[config.mk]
export PLATFORM = sky130hd
export DESIGN_NAME = flash_byte_prog
export DESIGN_NICKNAME = d
export VERILOG_FILES = /design/src/rtl/fbp_pkg.sv /design/src/rtl/fbp_timer.sv /design/src/rtl/fbp_cmd_gen.sv /design/src/rtl/fbp_byte_cmp.sv /design/src/rtl/flash_byte_prog.sv
export SDC_FILE = /design/constraint.sdc
export NUM_CORES = 1
export LEC_CHECK = 0
export BUFFER_PORTS_ARGS = -buffer_cell sky130_fd_sc_hd__buf_2
export CORE_ASPECT_RATIO = 1.5
export CORE_MARGIN = 5
export CORE_UTILIZATION = 45
export DETAILED_ROUTE_END_ITERATION = 10
export PLACE_DENSITY = 0.68
export SKIP_LAST_GASP = 1
export SLEW_MARGIN = 25
export SYNTH_ARGS = -nofsm -noshare
export SYNTH_HDL_FRONTEND = slang
export SYNTH_SLANG_ARGS = --single-unit
[constraint.sdc]
create_clock -name clk -period 2.1 [get_ports clk]
set_clock_uncertainty 0.1 [all_clocks]
set_input_delay 0 -clock clk [delete_from_list [all_inputs] [get_ports clk]]
set_output_delay 0 -clock clk [all_outputs]
set_load 0.05 [all_outputs]
[src/rtl/fbp_pkg.sv]
package fbp_pkg;

    localparam int unsigned DATA_W    = 8;
    localparam int unsigned KEY_AW    = 12;
    localparam logic [1:0]  LAST_STEP = 2'd3;

    localparam logic [KEY_AW-1:0] KEY_ADDR_A = 12'h555;
    localparam logic [KEY_AW-1:0] KEY_ADDR_B = 12'h2AA;
    localparam logic [DATA_W-1:0] KEY_DATA_A = 8'hAA;
    localparam logic [DATA_W-1:0] KEY_DATA_B = 8'h55;
    localparam logic [DATA_W-1:0] KEY_PROG   = 8'hA0;

    typedef enum logic [3:0] {
        ST_IDLE,
        ST_PRE_RD,
        ST_PRE_CHK,
        ST_WR_SETUP,
        ST_WR_PULSE,
        ST_WR_REC,
        ST_POLL_RD,
        ST_POLL_EVAL,
        ST_VFY_RD,
        ST_VFY_EVAL,
        ST_DONE,
        ST_FAIL
    } fbp_state_e;

    typedef enum logic [1:0] {
        ERR_NONE        = 2'd0,
        ERR_NEEDS_ERASE = 2'd1,
        ERR_TIMEOUT     = 2'd2,
        ERR_VERIFY      = 2'd3
    } fbp_err_e;

endpackage

[src/rtl/fbp_timer.sv]
module fbp_timer #(
    parameter int unsigned W = 4
) (
    input  logic         clk,
    input  logic         rst_n,
    input  logic         load,
    input  logic [W-1:0] load_val,
    output logic         expired
);

    logic [W-1:0] cnt_q;

    always_ff @(posedge clk or negedge rst_n) begin
        if (!rst_n) begin
            cnt_q <= '0;
        end else if (load) begin
            cnt_q <= load_val;
        end else if (cnt_q != '0) begin
            cnt_q <= cnt_q - 1'b1;
        end
    end

    assign expired = (cnt_q == '0);

endmodule

[src/rtl/fbp_cmd_gen.sv]
module fbp_cmd_gen
    import fbp_pkg::*;
#(
    parameter int unsigned ADDR_W = 17
) (
    input  logic [1:0]        step,
    input  logic [ADDR_W-1:0] tgt_addr,
    input  logic [DATA_W-1:0] tgt_data,
    output logic [ADDR_W-1:0] cyc_addr,
    output logic [DATA_W-1:0] cyc_data
);

    localparam int unsigned PAD_W = ADDR_W - KEY_AW;

    always_comb begin
        unique case (step)
            2'd0: begin
                cyc_addr = {{PAD_W{1'b0}}, KEY_ADDR_A};
                cyc_data = KEY_DATA_A;
            end
            2'd1: begin
                cyc_addr = {{PAD_W{1'b0}}, KEY_ADDR_B};
                cyc_data = KEY_DATA_B;
            end
            2'd2: begin
                cyc_addr = {{PAD_W{1'b0}}, KEY_ADDR_A};
                cyc_data = KEY_PROG;
            end
            default: begin
                cyc_addr = tgt_addr;
                cyc_data = tgt_data;
            end
        endcase
    end

endmodule

[src/rtl/fbp_byte_cmp.sv]
module fbp_byte_cmp
    import fbp_pkg::*;
(
    input  logic [DATA_W-1:0] want,
    input  logic [DATA_W-1:0] seen,
    output logic              needs_erase,
    output logic              msb_ok,
    output logic              all_ok
);

    always_comb begin
        needs_erase = |(want & ~seen);
        msb_ok      = (want[DATA_W-1] == seen[DATA_W-1]);
        all_ok      = (want == seen);
    end

endmodule

[src/rtl/flash_byte_prog.sv]
module flash_byte_prog
    import fbp_pkg::*;
#(
    parameter int unsigned ADDR_W      = 17,
    parameter int unsigned READ_CYC    = 5,
    parameter int unsigned WE_LOW_CYC  = 3,
    parameter int unsigned WE_HIGH_CYC = 3,
    parameter int unsigned TIMEOUT_CYC = 6000
) (
    input  logic              clk,
    input  logic              rst_n,
    input  logic              req_valid,
    input  logic [ADDR_W-1:0] req_addr,
    input  logic [DATA_W-1:0] req_data,
    output logic              busy,
    output logic              done,
    output logic              err,
    output logic [1:0]        err_code,
    output logic              fl_ce_n,
    output logic              fl_oe_n,
    output logic              fl_we_n,
    output logic [ADDR_W-1:0] fl_addr,
    output logic [DATA_W-1:0] fl_dq_out,
    output logic              fl_dq_oe,
    input  logic [DATA_W-1:0] fl_dq_in
);

    localparam int unsigned T_AB  = (READ_CYC > WE_LOW_CYC) ? READ_CYC : WE_LOW_CYC;
    localparam int unsigned T_MAX = (T_AB > WE_HIGH_CYC) ? T_AB : WE_HIGH_CYC;
    localparam int unsigned TW    = $clog2(T_MAX + 1);
    localparam int unsigned PW    = $clog2(TIMEOUT_CYC + 1) + 1;

    localparam logic [TW-1:0] RD_LOAD = TW'(READ_CYC - 1);
    localparam logic [TW-1:0] LO_LOAD = TW'(WE_LOW_CYC - 1);
    localparam logic [TW-1:0] HI_LOAD = TW'(WE_HIGH_CYC - 1);
    localparam logic [PW-1:0] TO_LIM  = PW'(TIMEOUT_CYC);

    fbp_state_e        state_q, state_d;
    fbp_err_e          err_q;
    logic [ADDR_W-1:0] tgt_addr_q;
    logic [DATA_W-1:0] tgt_data_q;
    logic [DATA_W-1:0] rd_q;
    logic [1:0]        step_q;
    logic [PW-1:0]     poll_cnt_q;

    logic              tmr_load;
    logic [TW-1:0]     tmr_val;
    logic              tmr_zero;
    logic [ADDR_W-1:0] cmd_addr;
    logic [DATA_W-1:0] cmd_data;
    logic              needs_erase, msb_ok, all_ok;
    logic              timeout_hit;
    logic              read_state;

    fbp_timer #(.W(TW)) u_tmr (
        .clk      (clk),
        .rst_n    (rst_n),
        .load     (tmr_load),
        .load_val (tmr_val),
        .expired  (tmr_zero)
    );

    fbp_cmd_gen #(.ADDR_W(ADDR_W)) u_cmd (
        .step     (step_q),
        .tgt_addr (tgt_addr_q),
        .tgt_data (tgt_data_q),
        .cyc_addr (cmd_addr),
        .cyc_data (cmd_data)
    );

    fbp_byte_cmp u_cmp (
        .want        (tgt_data_q),
        .seen        (rd_q),
        .needs_erase (needs_erase),
        .msb_ok      (msb_ok),
        .all_ok      (all_ok)
    );

    assign timeout_hit = (poll_cnt_q >= TO_LIM);
    assign read_state  = (state_q == ST_PRE_RD) || (state_q == ST_POLL_RD) ||
                         (state_q == ST_VFY_RD);

    // State register and datapath registers
    always_ff @(posedge clk or negedge rst_n) begin
        if (!rst_n) begin
            state_q    <= ST_IDLE;
            err_q      <= ERR_NONE;
            tgt_addr_q <= '0;
            tgt_data_q <= '0;
            rd_q       <= '0;
            step_q     <= '0;
            poll_cnt_q <= '0;
        end else begin
            state_q <= state_d;
            if (state_q == ST_IDLE && req_valid) begin
                tgt_addr_q <= req_addr;
                tgt_data_q <= req_data;
                err_q      <= ERR_NONE;
            end
            if (read_state && tmr_zero) begin
                rd_q <= fl_dq_in;
            end
            if (state_q == ST_PRE_CHK) begin
                step_q <= '0;
                if (needs_erase) err_q <= ERR_NEEDS_ERASE;
            end
            if (state_q == ST_WR_REC && tmr_zero) begin
                if (step_q == LAST_STEP) poll_cnt_q <= '0;
                else                     step_q     <= step_q + 2'd1;
            end
            if ((state_q == ST_POLL_RD || state_q == ST_POLL_EVAL) && !timeout_hit) begin
                poll_cnt_q <= poll_cnt_q + 1'b1;
            end
            if (state_q == ST_POLL_EVAL && !msb_ok && timeout_hit) begin
                err_q <= ERR_TIMEOUT;
            end
            if (state_q == ST_VFY_EVAL && !all_ok) begin
                err_q <= ERR_VERIFY;
            end
        end
    end

    // Next state and timer loading
    always_comb begin
        state_d  = state_q;
        tmr_load = 1'b0;
        tmr_val  = '0;
        unique case (state_q)
            ST_IDLE: begin
                if (req_valid) begin
                    state_d  = ST_PRE_RD;
                    tmr_load = 1'b1;
                    tmr_val  = RD_LOAD;
                end
            end
            ST_PRE_RD: begin
                if (tmr_zero) state_d = ST_PRE_CHK;
            end
            ST_PRE_CHK: begin
                state_d = needs_erase ? ST_FAIL : ST_WR_SETUP;
            end
            ST_WR_SETUP: begin
                state_d  = ST_WR_PULSE;
                tmr_load = 1'b1;
                tmr_val  = LO_LOAD;
            end
            ST_WR_PULSE: begin
                if (tmr_zero) begin
                    state_d  = ST_WR_REC;
                    tmr_load = 1'b1;
                    tmr_val  = HI_LOAD;
                end
            end
            ST_WR_REC: begin
                if (tmr_zero) begin
                    if (step_q == LAST_STEP) begin
                        state_d  = ST_POLL_RD;
                        tmr_load = 1'b1;
                        tmr_val  = RD_LOAD;
                    end else begin
                        state_d = ST_WR_SETUP;
                    end
                end
            end
            ST_POLL_RD: begin
                if (tmr_zero) state_d = ST_POLL_EVAL;
            end
            ST_POLL_EVAL: begin
                if (msb_ok) begin
                    state_d  = ST_VFY_RD;
                    tmr_load = 1'b1;
                    tmr_val  = RD_LOAD;
                end else if (timeout_hit) begin
                    state_d = ST_FAIL;
                end else begin
                    state_d  = ST_POLL_RD;
                    tmr_load = 1'b1;
                    tmr_val  = RD_LOAD;
                end
            end
            ST_VFY_RD: begin
                if (tmr_zero) state_d = ST_VFY_EVAL;
            end
            ST_VFY_EVAL: begin
                state_d = all_ok ? ST_DONE : ST_FAIL;
            end
            ST_DONE, ST_FAIL: begin
                state_d = ST_IDLE;
            end
            default: begin
                state_d = ST_IDLE;
            end
        endcase
    end

    // Outputs decoded from the registered state
    always_comb begin
        fl_ce_n   = 1'b1;
        fl_oe_n   = 1'b1;
        fl_we_n   = 1'b1;
        fl_addr   = tgt_addr_q;
        fl_dq_out = cmd_data;
        fl_dq_oe  = 1'b0;
        busy      = (state_q != ST_IDLE);
        done      = (state_q == ST_DONE);
        err       = (state_q == ST_FAIL);
        err_code  = (state_q == ST_FAIL) ? err_q : ERR_NONE;
        unique case (state_q)
            ST_PRE_RD, ST_POLL_RD, ST_VFY_RD: begin
                fl_ce_n = 1'b0;
                fl_oe_n = 1'b0;
            end
            ST_PRE_CHK, ST_POLL_EVAL, ST_VFY_EVAL: begin
                fl_ce_n = 1'b0;
            end
            ST_WR_SETUP, ST_WR_REC: begin
                fl_ce_n  = 1'b0;
                fl_addr  = cmd_addr;
                fl_dq_oe = 1'b1;
            end
            ST_WR_PULSE: begin
                fl_ce_n  = 1'b0;
                fl_we_n  = 1'b0;
                fl_addr  = cmd_addr;
                fl_dq_oe = 1'b1;
            end
            default: begin
            end
        endcase
    end

endmodule

# After elaboration in Yosys (flattened, before gate mapping)
# Cells that the tools add are included.
# totals
inputBits,36
word_cells,111
out_inout_bits,34
ff_bits,58
# classes
n_bitwise,2
mux,47
add_sub_neg,3
n_eq_ne,22
order_cmp,1
n_reduce_logical,28
# op_table
op,n
two-way mux 14 bit,3
one-hot mux 4 bit (10 select lines),1
two-way mux 4 bit,9
one-hot mux 17 bit (2 select lines),1
two-way mux 3 bit,8
one-hot mux 8 bit (3 select lines),1
two-way mux 2 bit,10
two-way mux 17 bit,1
"equality test 4 x 3 -> 1 bit, second input constant",4
"equality test 4 bit, second input constant",4
one-hot mux 3 bit (5 select lines),1
"adder 14 x 1 -> 14 bit, second input constant",1
"greater-or-equal comparator 14 x 13 -> 1 bit, second input constant",1
"!= test 2 bit, second input constant",6
two-way mux 1 bit,11
OR reduction 9 bit,1
AND 8 bit,1
"equality test 4 x 2 -> 1 bit, second input constant",2
equality test 8 bit,1
inverter 8 bit,1
OR reduction 8 bit,1
logical AND 1 bit,7
AND reduction 6 bit,1
nonzero test 2 bit,3
17 further kinds,23

# Logic depth before layout (Yosys ltp)
# Gate-level depths: netlist of the first run.
# logic_depth
word_depth,7
ltp_mapped,8

# Hierarchy
# A second synthesis of the first run with hierarchy kept.
# unflattened
hier_cells,358
hier_area_um2,3543.4
# modules_own_cells
mod,n_inst,seq_area_each_um2,area_each_um2,cells_each
flash_byte_prog,1,1376.3,2900.3,267
fbp_cmd_gen,1,0.0,280.3,48
fbp_timer,1,75.1,200.2,21
fbp_byte_cmp,1,0.0,162.7,22

# Worst setup path after synthesis of the first run
# No wires, ideal clock.
# synth_timing
path_kind,reg-to-reg
from,reg state_q[0]
to,reg rd_q[0]
t_required_ns,1.875
t_arrival_ns,2.085
synth_period_minus_slack_ns,2.310
stages_incl_launch_ff,7
slack_ns,-0.210
cell_sequence,dfrtp_1 buf_2 xnor2_1 nor3_1 a21oi_1 nor2_2 mux2_2
# synth_via
elab_chain_len,4
elab_cells_between_ends,6
cone_classes,eq/ne (3); reduce/logical (3)
# synth_lines
item,line,rtl
"start, declared",flash_byte_prog.sv:38,"fbp_state_e state_q, state_d;"
"start signal, assigned",flash_byte_prog.sv:94,state_q <= state_d;
equality test 4 x 1 -> 1 bit / equality test 4 x 3 -> 1 bit (equally long branches),flash_byte_prog.sv:80,assign read_state = (state_q == ST_PRE_RD) || (state_q == ST_POLL_RD) ||
logical OR 1 bit,flash_byte_prog.sv:80,
logical OR 1 bit (*),flash_byte_prog.sv:80,
logical AND 1 bit (*),flash_byte_prog.sv:100,if (read_state && tmr_zero) begin
"end signal, assigned",flash_byte_prog.sv:101,rd_q <= fl_dq_in;
"end, declared",flash_byte_prog.sv:42,logic [DATA_W-1:0] rd_q;
# Every way passes the cells marked *; elsewhere a longest branch is shown, timed or not.
# A chain may end at the register's enable or synchronous reset.

# Worst setup path in the final report of the first run
# layout_timing
from,reg state_q[1]
to,out fl_addr[6]
# layout_via
elab_chain_len,3
elab_cells_between_ends,5
cone_classes,eq/ne (3); mux (1); reduce/logical (1)
# layout_lines
item,line,rtl
equality test 4 x 3 -> 1 bit / equality test 4 x 2 -> 1 bit (equally long branches),flash_byte_prog.sv:208,unique case (state_q)
OR reduction 3 bit (no line) (*),--,
two-way mux 17 bit (*),flash_byte_prog.sv:208,
"end, declared",flash_byte_prog.sv:22,"output logic [ADDR_W-1:0] fl_addr,"
# Marked as above.

==> results of run 1 <==
==> flip-flops by register name (all words and copies together), names as in the netlist <==
name         flops
err_q            2
tgt_addr_q      17
rd_q             8
tgt_data_q       8
u_tmr.cnt_q      3
step_q           2
state_q          4
poll_cnt_q      14
==> worst max-delay path, delay by kind of cell, from the launching register on <==
family,cells,cell delay (ps)
buffers and inverters,1,160
multiplexers,1,280
AND/OR/NAND/NOR,3,830
flip-flops,1,380
AO/OA/AOI/OAI,1,150
==> worst min path at each step <==
stage / end / slack (ps)
5_1_grt: tgt_addr_q[0] / 120
2_1_floorplan: err_q[0] / -400
6_report: tgt_addr_q[0] / 80
4_1_cts: tgt_addr_q[0] / 100
3_5_place_dp: tgt_addr_q[4] / -290
3_3_place_gp: tgt_addr_q[6] / -290
==> area by class of cell <==
type	instances	area, um2	share of cell area
clock buffers	9	124	0.0283
clock inverters	7	70.1	0.0160
inverters	21	78.8	0.0180
multi-input cells	232	1620	0.369
flip-flops and latches	58	1450	0.331
well taps	78	97.6	0.0223
repair buffers	125	945	0.215
==> power breakdown <==
group | switching [mW] | internal, mW | leakage [nW]
Combinational | 2.51 | 1.60 | 1.26
Clock | 0.463 | 0.542 | 0.0873
Sequential | 0.328 | 1.57 | 0.719
==> logic make-up (layout without fill, tap and decap cells) <==
group	after synthesis	in the layout
AO/OA/AOI/OAI	53	53
XOR/XNOR	3	3
adder cells (fa/ha/maj)	16	16
buffers and inverters	33	162
flip-flops	58	58
multiplexers	36	36
AND/OR/NAND/NOR	124	124
==> placed cells by master (no fill, tap or decap), types with 3 or more instances in the layout <==
cell type | netlist | final
and2_1 | 10 | 10
o311ai_0 | 4 | 4
buf_2 | 4 | 53
inv_1 | 21 | 21
nand4_1 | 3 | 3
or2_2 | 4 | 4
dlygate4sd3_1 | 0 | 35
nand2_1 | 43 | 42
nor3_1 | 8 | 7
ha_1 | 16 | 16
dfrtp_1 | 58 | 58
buf_4 | 0 | 28
o31ai_1 | 3 | 3
buf_6 | 0 | 7
nor2b_1 | 4 | 4
o211ai_1 | 5 | 5
nor2_1 | 14 | 13
clkbuf_8 | 0 | 9
a21oi_1 | 9 | 8
o21a_1 | 8 | 8
clkinvlp_4 | 0 | 4
nand2b_1 | 5 | 5
o21ai_0 | 9 | 9
nand3_1 | 25 | 25
mux2_2 | 34 | 33
==> routing by layer <==
metal	wire length (um)	GRT usage	up-vias
li1	-	-	1384
met1	3200	0.212	1378
met2	4570	0.358	79
met3	300	0.0311	27
met4	343	0.112	0
met5	0	0	-
==> what timing repair did <==
item | CTS | global route
setup buffers | 1 | 3
pin swaps | 0 | 2
hold buffers | 35 | 0
cloned | 0 | 0
endpoints found under the setup margin | 11 | 18
hold endpoints to repair | 91 | 0
resized for setup | 19 | 14
==> metrics, run 1 <==
CP max stage delay=420 ps; Design Power=7.01 mW; Synth top area share=0.458; PortBufs=69; Hold Violations, Final=0; main combinational cell family by area after synthesis=simple AND/OR/NAND/NOR gates; leading area contributor after synthesis=dfrtp_1; clk slew on worst S/H paths=80 ps; clock latency on the worst-skew pair=340 ps; Crit Path Class=reg -> out; area of the core=6850 um2; initial antenna violation count=0; diodes inserted=0; die area=8860 um2; dpl ws=182 ps; worst path required time=2000 ps; multiplexer area fraction after synthesis=0.127; grt ovf=0; post-layout util=0.640; final non-filler cell total=530; FFs w/ async S/R, synth=1.00; routed vias=2868; CP Launch Type=flop; r2r setup slk=140 ps; synth warn=0; CTS H-tree depth=3; DP Area=3720 um2; WL final=8410 um; Max Root-Sink Buffers=2; critical path arrival=2120 ps; Post-Syn Area=3170 um2; Synth Area in Adders=0.0631; LEAKAGE=2.07 nW; Post-Place Cells=475; fin crit share=1.06; CTS root buffer=clkbuf_8; antenna-violating nets left=0; Die Y=113 um; Worst Reg2Reg Path Length in Cells=8; FP Rows=37; NumNets Final=499; io pins=70; crit path to=fl_addr[6]; register area share after synthesis=0.458; TritonCTS Buffers=9; post-synthesis average cell area=9.82 um2; # setup viols final=6; FMAX=450 MHz; cell count after synthesis=323; minimum clock period=2220 ps; commonest cells in the synthesized netlist=58 x dfrtp_1, 43 x nand2_1, 34 x mux2_2; status=finished with violations; final worst slack=-123 ps; CP Max Fanout=6; GRT Total Usage=0.197; share of layout cells above drive strength 1=0.338; CP Capture Type=primary output; WL per Instance=15.9 um; critical path's slowest cell=or3_4; most frequent cell after synthesis=dfrtp_1; simple-gate share of the synthesized area=0.187; post-synthesis register bit count=58; starting density of the core=0.463; drt drc=0; worst slew pin tran=483 ps; worst hold slack=76.6 ps; hold crit path type=in -> async; Yosys cell types=41; Post-Synth XOR/XNOR Area=0.00829; clock sinks=58; first-pass GRT wire length=13800 um; failing checks=negative setup slack; EDFF count, synth=0; Compound-Gate Fraction of Synth Area=0.116; TritonCTS clock tree=done; reg-to-reg startpoint=state_q[1]; fillers=533; total of max-cap violations=0; die width=78.5 um; worst r2r dst=u_tmr.cnt_q[2]; DRT iter0 DRCs=121; relative slew slack=0.678; largest net degree at the start of global routing=57; post-DP HPWL=5760 um; worst setup path start=state_q[1]; vias in the first global route=2990; most used flip-flop cell after synthesis=dfrtp_1; PD cells=1600 nW/um2; Via density=5.41; setup_tns=-671 ps; post-synth net total=375; gpl congestion=1.00; Slew Viols, Final=0; first drt pass iteration count=4; cell area after layout=4380 um2; RSZ-0062 raised after global routing=true; most frequent CP cell=or3_4; crit-path cells=nand2_2 -> mux2_4 -> or3_4 -> or3_4 -> o21a_1 -> buf_6; Synth area leaders=dfrtp_1 46%, mux2_2 12%, ha_1 6.3%, nand2_1 5.1%, nand3_1 3.9%; layout overhead on the synthesized area=38.3%; VDD IR max=1010 uV
(Power assumes the default switching activity.)
==> inputs of run 2 (changes only) <==
SKIP_LAST_GASP = not set   (was 1)
==> metrics, run 2 (synthesis gave the netlist of run 1 again) <==
status=finished with violations (unchanged); failing checks=negative setup slack (unchanged); layout overhead on the synthesized area=38.0% (was 38.3%); starting density of the core=0.463 (unchanged); CTS H-tree depth=3 (unchanged); Regs by FF count=tgt_addr_q (17), poll_cnt_q (14) (unchanged); most frequent CP cell=or3_4 (unchanged); CP Max Fanout=6 (unchanged); post-layout util=0.639 (was 0.640); TritonCTS clock tree=done (unchanged); Max Root-Sink Buffers=2 (unchanged); die width=78.5 um (unchanged); routed vias=2848 (was 2868); VDD IR max=1020 uV (was 1010 uV); grt ovf=0 (unchanged); CP Capture Type=primary output (unchanged); worst slew pin tran=494 ps (was 483 ps); drt drc=0 (unchanged); vias in the first global route=2986 (was 2990); Post-Place Cells=475 (unchanged); commonest non-fill, non-tap cells in the layout=58 x dfrtp_1, 56 x buf_2, 42 x nand2_1 (was 58 x dfrtp_1, 53 x buf_2, 42 x nand2_1); final non-filler cell total=530 (unchanged); WL per Instance=15.7 um (was 15.9 um); relative slew slack=0.670 (was 0.678); LEAKAGE=2.07 nW (about the same); most common cell after layout, fill and taps aside=dfrtp_1 (unchanged); first-pass GRT wire length=13700 um (was 13800 um); Slew Viols, Final=0 (unchanged); final worst slack=-82.9 ps (was -123 ps); area of the core=6850 um2 (unchanged); share of layout cells above drive strength 1=0.341 (was 0.338); Hold Violations, Final=0 (unchanged); CP max stage delay=380 ps (was 420 ps); diodes inserted=0 (unchanged); RSZ-0062 raised after global routing=true (unchanged); critical path arrival=2080 ps (was 2120 ps); hold crit path type=in -> async (unchanged); Crit Path Class=reg -> out (unchanged); CTS root buffer=clkbuf_8 (unchanged); WL final=8300 um (was 8410 um); Die Y=113 um (unchanged); FP Rows=37 (unchanged); most flop-heavy register=tgt_addr_q (unchanged); total of max-cap violations=0 (unchanged); PortBufs=69 (unchanged); GRT Total Usage=0.196 (was 0.197); io pins=70 (unchanged); first drt pass iteration count=4 (unchanged); dpl ws=182 ps (unchanged); cell area after layout=4380 um2 (about the same); largest net degree at the start of global routing=57 (unchanged); clock latency on the worst-skew pair=340 ps (about the same); CP Launch Type=flop (unchanged); TritonCTS Buffers=9 (unchanged); FMAX=458 MHz (was 450 MHz); initial antenna violation count=0 (unchanged); minimum clock period=2180 ps (was 2220 ps); critical path's slowest cell=dfrtp_1 (was or3_4); NumNets Final=499 (unchanged); routing usage on met2=0.355 (was 0.358); DP Area=3720 um2 (unchanged); die area=8860 um2 (unchanged); met1 usage=0.212 (about the same); clock sinks=58 (unchanged); clk slew on worst S/H paths=70 ps (was 80 ps); crit-path cells=nand2_2 -> mux2_4 -> or3_4 -> or3_4 -> o21a_1 -> buf_6 (unchanged); PD cells=1590 nW/um2 (was 1600 nW/um2); worst path required time=2000 ps (about the same); DRT iter0 DRCs=135 (was 121); fin crit share=1.04 (was 1.06); GR peak layer=met2 (unchanged); max reg flops=17 (unchanged); gpl congestion=1.00 (unchanged); fillers=538 (was 533); post-DP HPWL=5760 um (unchanged); Via density=5.37 (was 5.41); # setup viols final=6 (unchanged); M3 GR Usage=0.0311 (unchanged); antenna-violating nets left=0 (unchanged)
## run 2: through the flow
stage,hold WS (ps),setup TNS (ps),total power [mW]
after floorplan,-396,0,4.65
after global placement,-294,0,5.54
after detailed placement,-292,0,5.64
after CTS,103,-361,6.92
after global routing,124,-728,7.41
final,87.1,-398,6.96
## run 2: report_power, final
group          switching [mW]  internal (mW)
logic                    2.49           1.57
registers               0.326           1.57
clock network           0.463          0.542
## run 2: path summary, 6_finish.rpt
check | start | end | slack (ps) | depth (start not counted)
setup / recovery | state_q[1] | fl_addr[2] | -80 | 6
hold / removal | rst_n | tgt_addr_q[0] | 90 | 3
setup reg to reg | state_q[1] | u_tmr.cnt_q[2] | 140 | 8
hold reg to reg | err_q[1] | err_q[1] | 390 | 2
max in group asynchronous | rst_n | tgt_addr_q[6] | 1320 | 3
min in group clk | req_valid | u_tmr.cnt_q[0] | 220 | 4
## run 2: timing repair
| item | in CTS | in global routing |
|---|---|---|
| hold endpoints to repair | 91 | 0 |
| buffers inserted | 1 | 3 |
| resized for setup | 20 | 7 |
| endpoints found under the setup margin | 11 | 18 |
| hold buffers | 35 | 0 |
## run 2: cell type report
| cell class | count | area (um2) | area share |
|---|---|---|---|
| sequential | 58 | 1450 | 0.332 |
| clock buffer | 9 | 124 | 0.0283 |
| tap | 78 | 97.6 | 0.0223 |
| clock inverter | 7 | 70.1 | 0.0160 |
| inverter | 21 | 78.8 | 0.0180 |
| multi-input combinational | 232 | 1620 | 0.370 |
| timing repair buffer | 125 | 933 | 0.213 |
## run 2: worst max-delay path, delay by kind of cell, from the launching register on
family,cells,cell delay [ps]
and+or+nand+nor,3,780
DFF,1,380
muxes,1,280
buffers and inverters,1,160
AOI/OAI and AO/OA,1,150
## run 2: metal layers
| layer | vias to the layer above | routed length [um] |
|---|---|---|
| met5 | - | 0 |
| met4 | 0 | 305 |
| met3 | 24 | 276 |
| met2 | 69 | 4530 |
| met1 | 1373 | 3180 |
| li1 | 1382 | - |
==> inputs of run 3 (changes only) <==
clock period = 2.26 ns   (was 2.1 ns; I/O delays follow)
==> metrics, run 3 (synthesis gave the netlist of run 1 again) <==
hold crit path type=in -> reg (was in -> async); Crit Path Class=reg -> out (unchanged); die area=8860 um2 (unchanged); commonest non-fill, non-tap cells in the layout=63 x buf_2, 58 x dfrtp_1, 42 x nand2_1 (was 58 x dfrtp_1, 56 x buf_2, 42 x nand2_1); Post-Place Cells=472 (was 475); fin crit share=1.00; PortBufs=69 (unchanged); minimum clock period=2260 ps; area of the core=6850 um2 (unchanged); drt drc=0 (unchanged); WP buf/inv=1 (unchanged); CP Launch Type=flop (unchanged); critical path's slowest cell=dfrtp_1 (unchanged); worst hold slack=81.5 ps (was 87.1 ps); hold path cells=4; CP Capture Type=primary output (unchanged); GRT Total Usage=0.195 (was 0.196); Slew Viols, Final=0 (unchanged); CP max stage delay=420 ps (was 380 ps); most flop-heavy register=tgt_addr_q (unchanged); RSZ-0062 raised after global routing=true (unchanged); grt ovf=0 (unchanged); io pins=70 (unchanged); TritonCTS clock tree=done (unchanged); CTS root buffer=clkbuf_8 (unchanged); Worst Reg2Reg Path Length in Cells=6 (was 8); Hold Violations, Final=0 (unchanged); most frequent CP cell=or3_4 (unchanged); hold_sp=req_valid; clk slew on worst S/H paths=70 ps (about the same); critical path arrival=2160 ps (was 2080 ps); dpl ws=274 ps (was 182 ps); cell area after layout=4320 um2 (was 4380 um2); clock sinks=58 (unchanged); Max Root-Sink Buffers=2 (unchanged); TritonCTS Buffers=9 (unchanged); DP Area=3670 um2 (was 3720 um2); NumNets Final=495 (was 499); Regs by FF count=tgt_addr_q (17), poll_cnt_q (14) (unchanged); max reg flops=17 (unchanged); gpl congestion=0.906 (was 1.00); first drt pass iteration count=5 (was 4); Design Power=6.49 mW (was 6.96 mW); fillers=551 (was 538); FMAX=443 MHz; final worst slack=0.989 ps (was -82.9 ps); DRT iter0 DRCs=161 (was 135); routed vias=2821 (was 2848); first-pass GRT wire length=13500 um (was 13700 um); WL final=8290 um (was 8300 um); FP Rows=37 (unchanged); LEAKAGE=2.06 nW (was 2.07 nW); status=finished clean (was finished with violations); starting density of the core=0.463 (unchanged); antenna-violating nets left=0 (unchanged); critical path's top delay family=simple AND/OR/NAND/NOR gates (unchanged); die width=78.5 um (unchanged); r2r setup slk=300 ps (was 140 ps); worst r2r dst=rd_q[7] (was u_tmr.cnt_q[2]); largest net degree at the start of global routing=37 (was 57); Sequential cell area=1450 um2 (unchanged); worst-case hold path end point=u_tmr.cnt_q[0]; post-DP HPWL=5760 um (about the same); diodes inserted=0 (unchanged); CTS H-tree depth=3 (unchanged); worst slew pin tran=812 ps (was 494 ps); CP Max Fanout=6 (unchanged); footprint of the multi-input gates=1610 um2 (was 1620 um2); layout overhead on the synthesized area=36.4% (was 38.0%); WL per Instance=15.8 um (was 15.7 um); vias in the first global route=2900 (was 2986); final non-filler cell total=526 (was 530); most common cell after layout, fill and taps aside=buf_2 (was dfrtp_1); PD cells=1500 nW/um2 (was 1590 nW/um2); VDD IR max=961 uV (was 1020 uV); relative slew slack=0.459 (was 0.670); worst path required time=2160 ps (was 2000 ps); share of layout cells above drive strength 1=0.330 (was 0.341); total of max-cap violations=0 (unchanged); crit-path cells=mux2_4 -> or3_4 -> or3_4 -> o21a_1 -> buf_6 (was nand2_2 -> mux2_4 -> or3_4 -> or3_4 -> o21a_1 -> buf_6); clock latency on the worst-skew pair=350 ps (was 340 ps); Die Y=113 um (unchanged); initial antenna violation count=0 (unchanged); # setup viols final=0 (was 6); Via density=5.36 (was 5.37); reg-to-reg startpoint=state_q[2] (was state_q[1])
-- run 3: tightest hold or removal path, cell delays in order --
cell and delay, ps:
buf_2 100, nand3_1 120, o21ai_0 190, nor3_1 80
-- run 3: worst max-delay path by stage --
| stage | to | from | slack, ps | depth (start not counted) |
|---|---|---|---|---|
| 2_1_floorplan | err_code[0] | state_q[2] | 150 | 4 |
| 3_3_place_gp | fl_addr[0] | state_q[2] | 320 | 5 |
| 3_5_place_dp | fl_addr[10] | state_q[2] | 270 | 5 |
| 4_1_cts | fl_addr[0] | state_q[1] | 10 | 6 |
| 5_1_grt | fl_addr[0] | state_q[1] | -70 | 6 |
| 6_report | fl_addr[10] | state_q[2] | 1 | 5 |
-- run 3: area by class of cell --
| class | count | area share |
|---|---|---|
| Multi-Input combinational cell | 232 | 0.372 |
| Timing Repair Buffer | 121 | 0.198 |
| Sequential cell | 58 | 0.336 |
| Inverter | 21 | 0.0182 |
| Clock inverter | 6 | 0.0208 |
| Tap cell | 78 | 0.0226 |
| Clock buffer | 10 | 0.0318 |
-- run 3: per-stage QoR --
stage          TNS [ps]  utilization
2_1_floorplan         0            -
3_3_place_gp          0        0.536
3_5_place_dp          0        0.536
4_1_cts               0        0.623
5_1_grt            -416        0.631
6_report              0        0.631
-- run 3: repair_timing --
item,CTS,global route
hold buffers,34,0
setup endpoints to repair,6,6
hold endpoints to repair,67,0
cloned,0,0
pin swaps,0,2
buffers inserted,1,3
resized for setup,8,8
-- run 3: routing by layer --
| metal | up-vias | track usage | wire length [um] | share of wire |
|---|---|---|---|---|
| li1 | 1375 | - | - | - |
| met1 | 1356 | 0.203 | 3200 | 0.39 |
| met2 | 80 | 0.370 | 4600 | 0.55 |
| met3 | 10 | 0.0342 | 347 | 0.042 |
| met4 | 0 | 0.0910 | 146 | 0.018 |
| met5 | - | 0 | 0 | 0 |
-- run 3: report_power, final --
part,switching [mW],total (mW),internal (mW)
sequential,0.294,1.75,1.46
clock,0.429,1.08,0.652
combinational,2.28,3.65,1.37
total,3.01,6.49,3.48
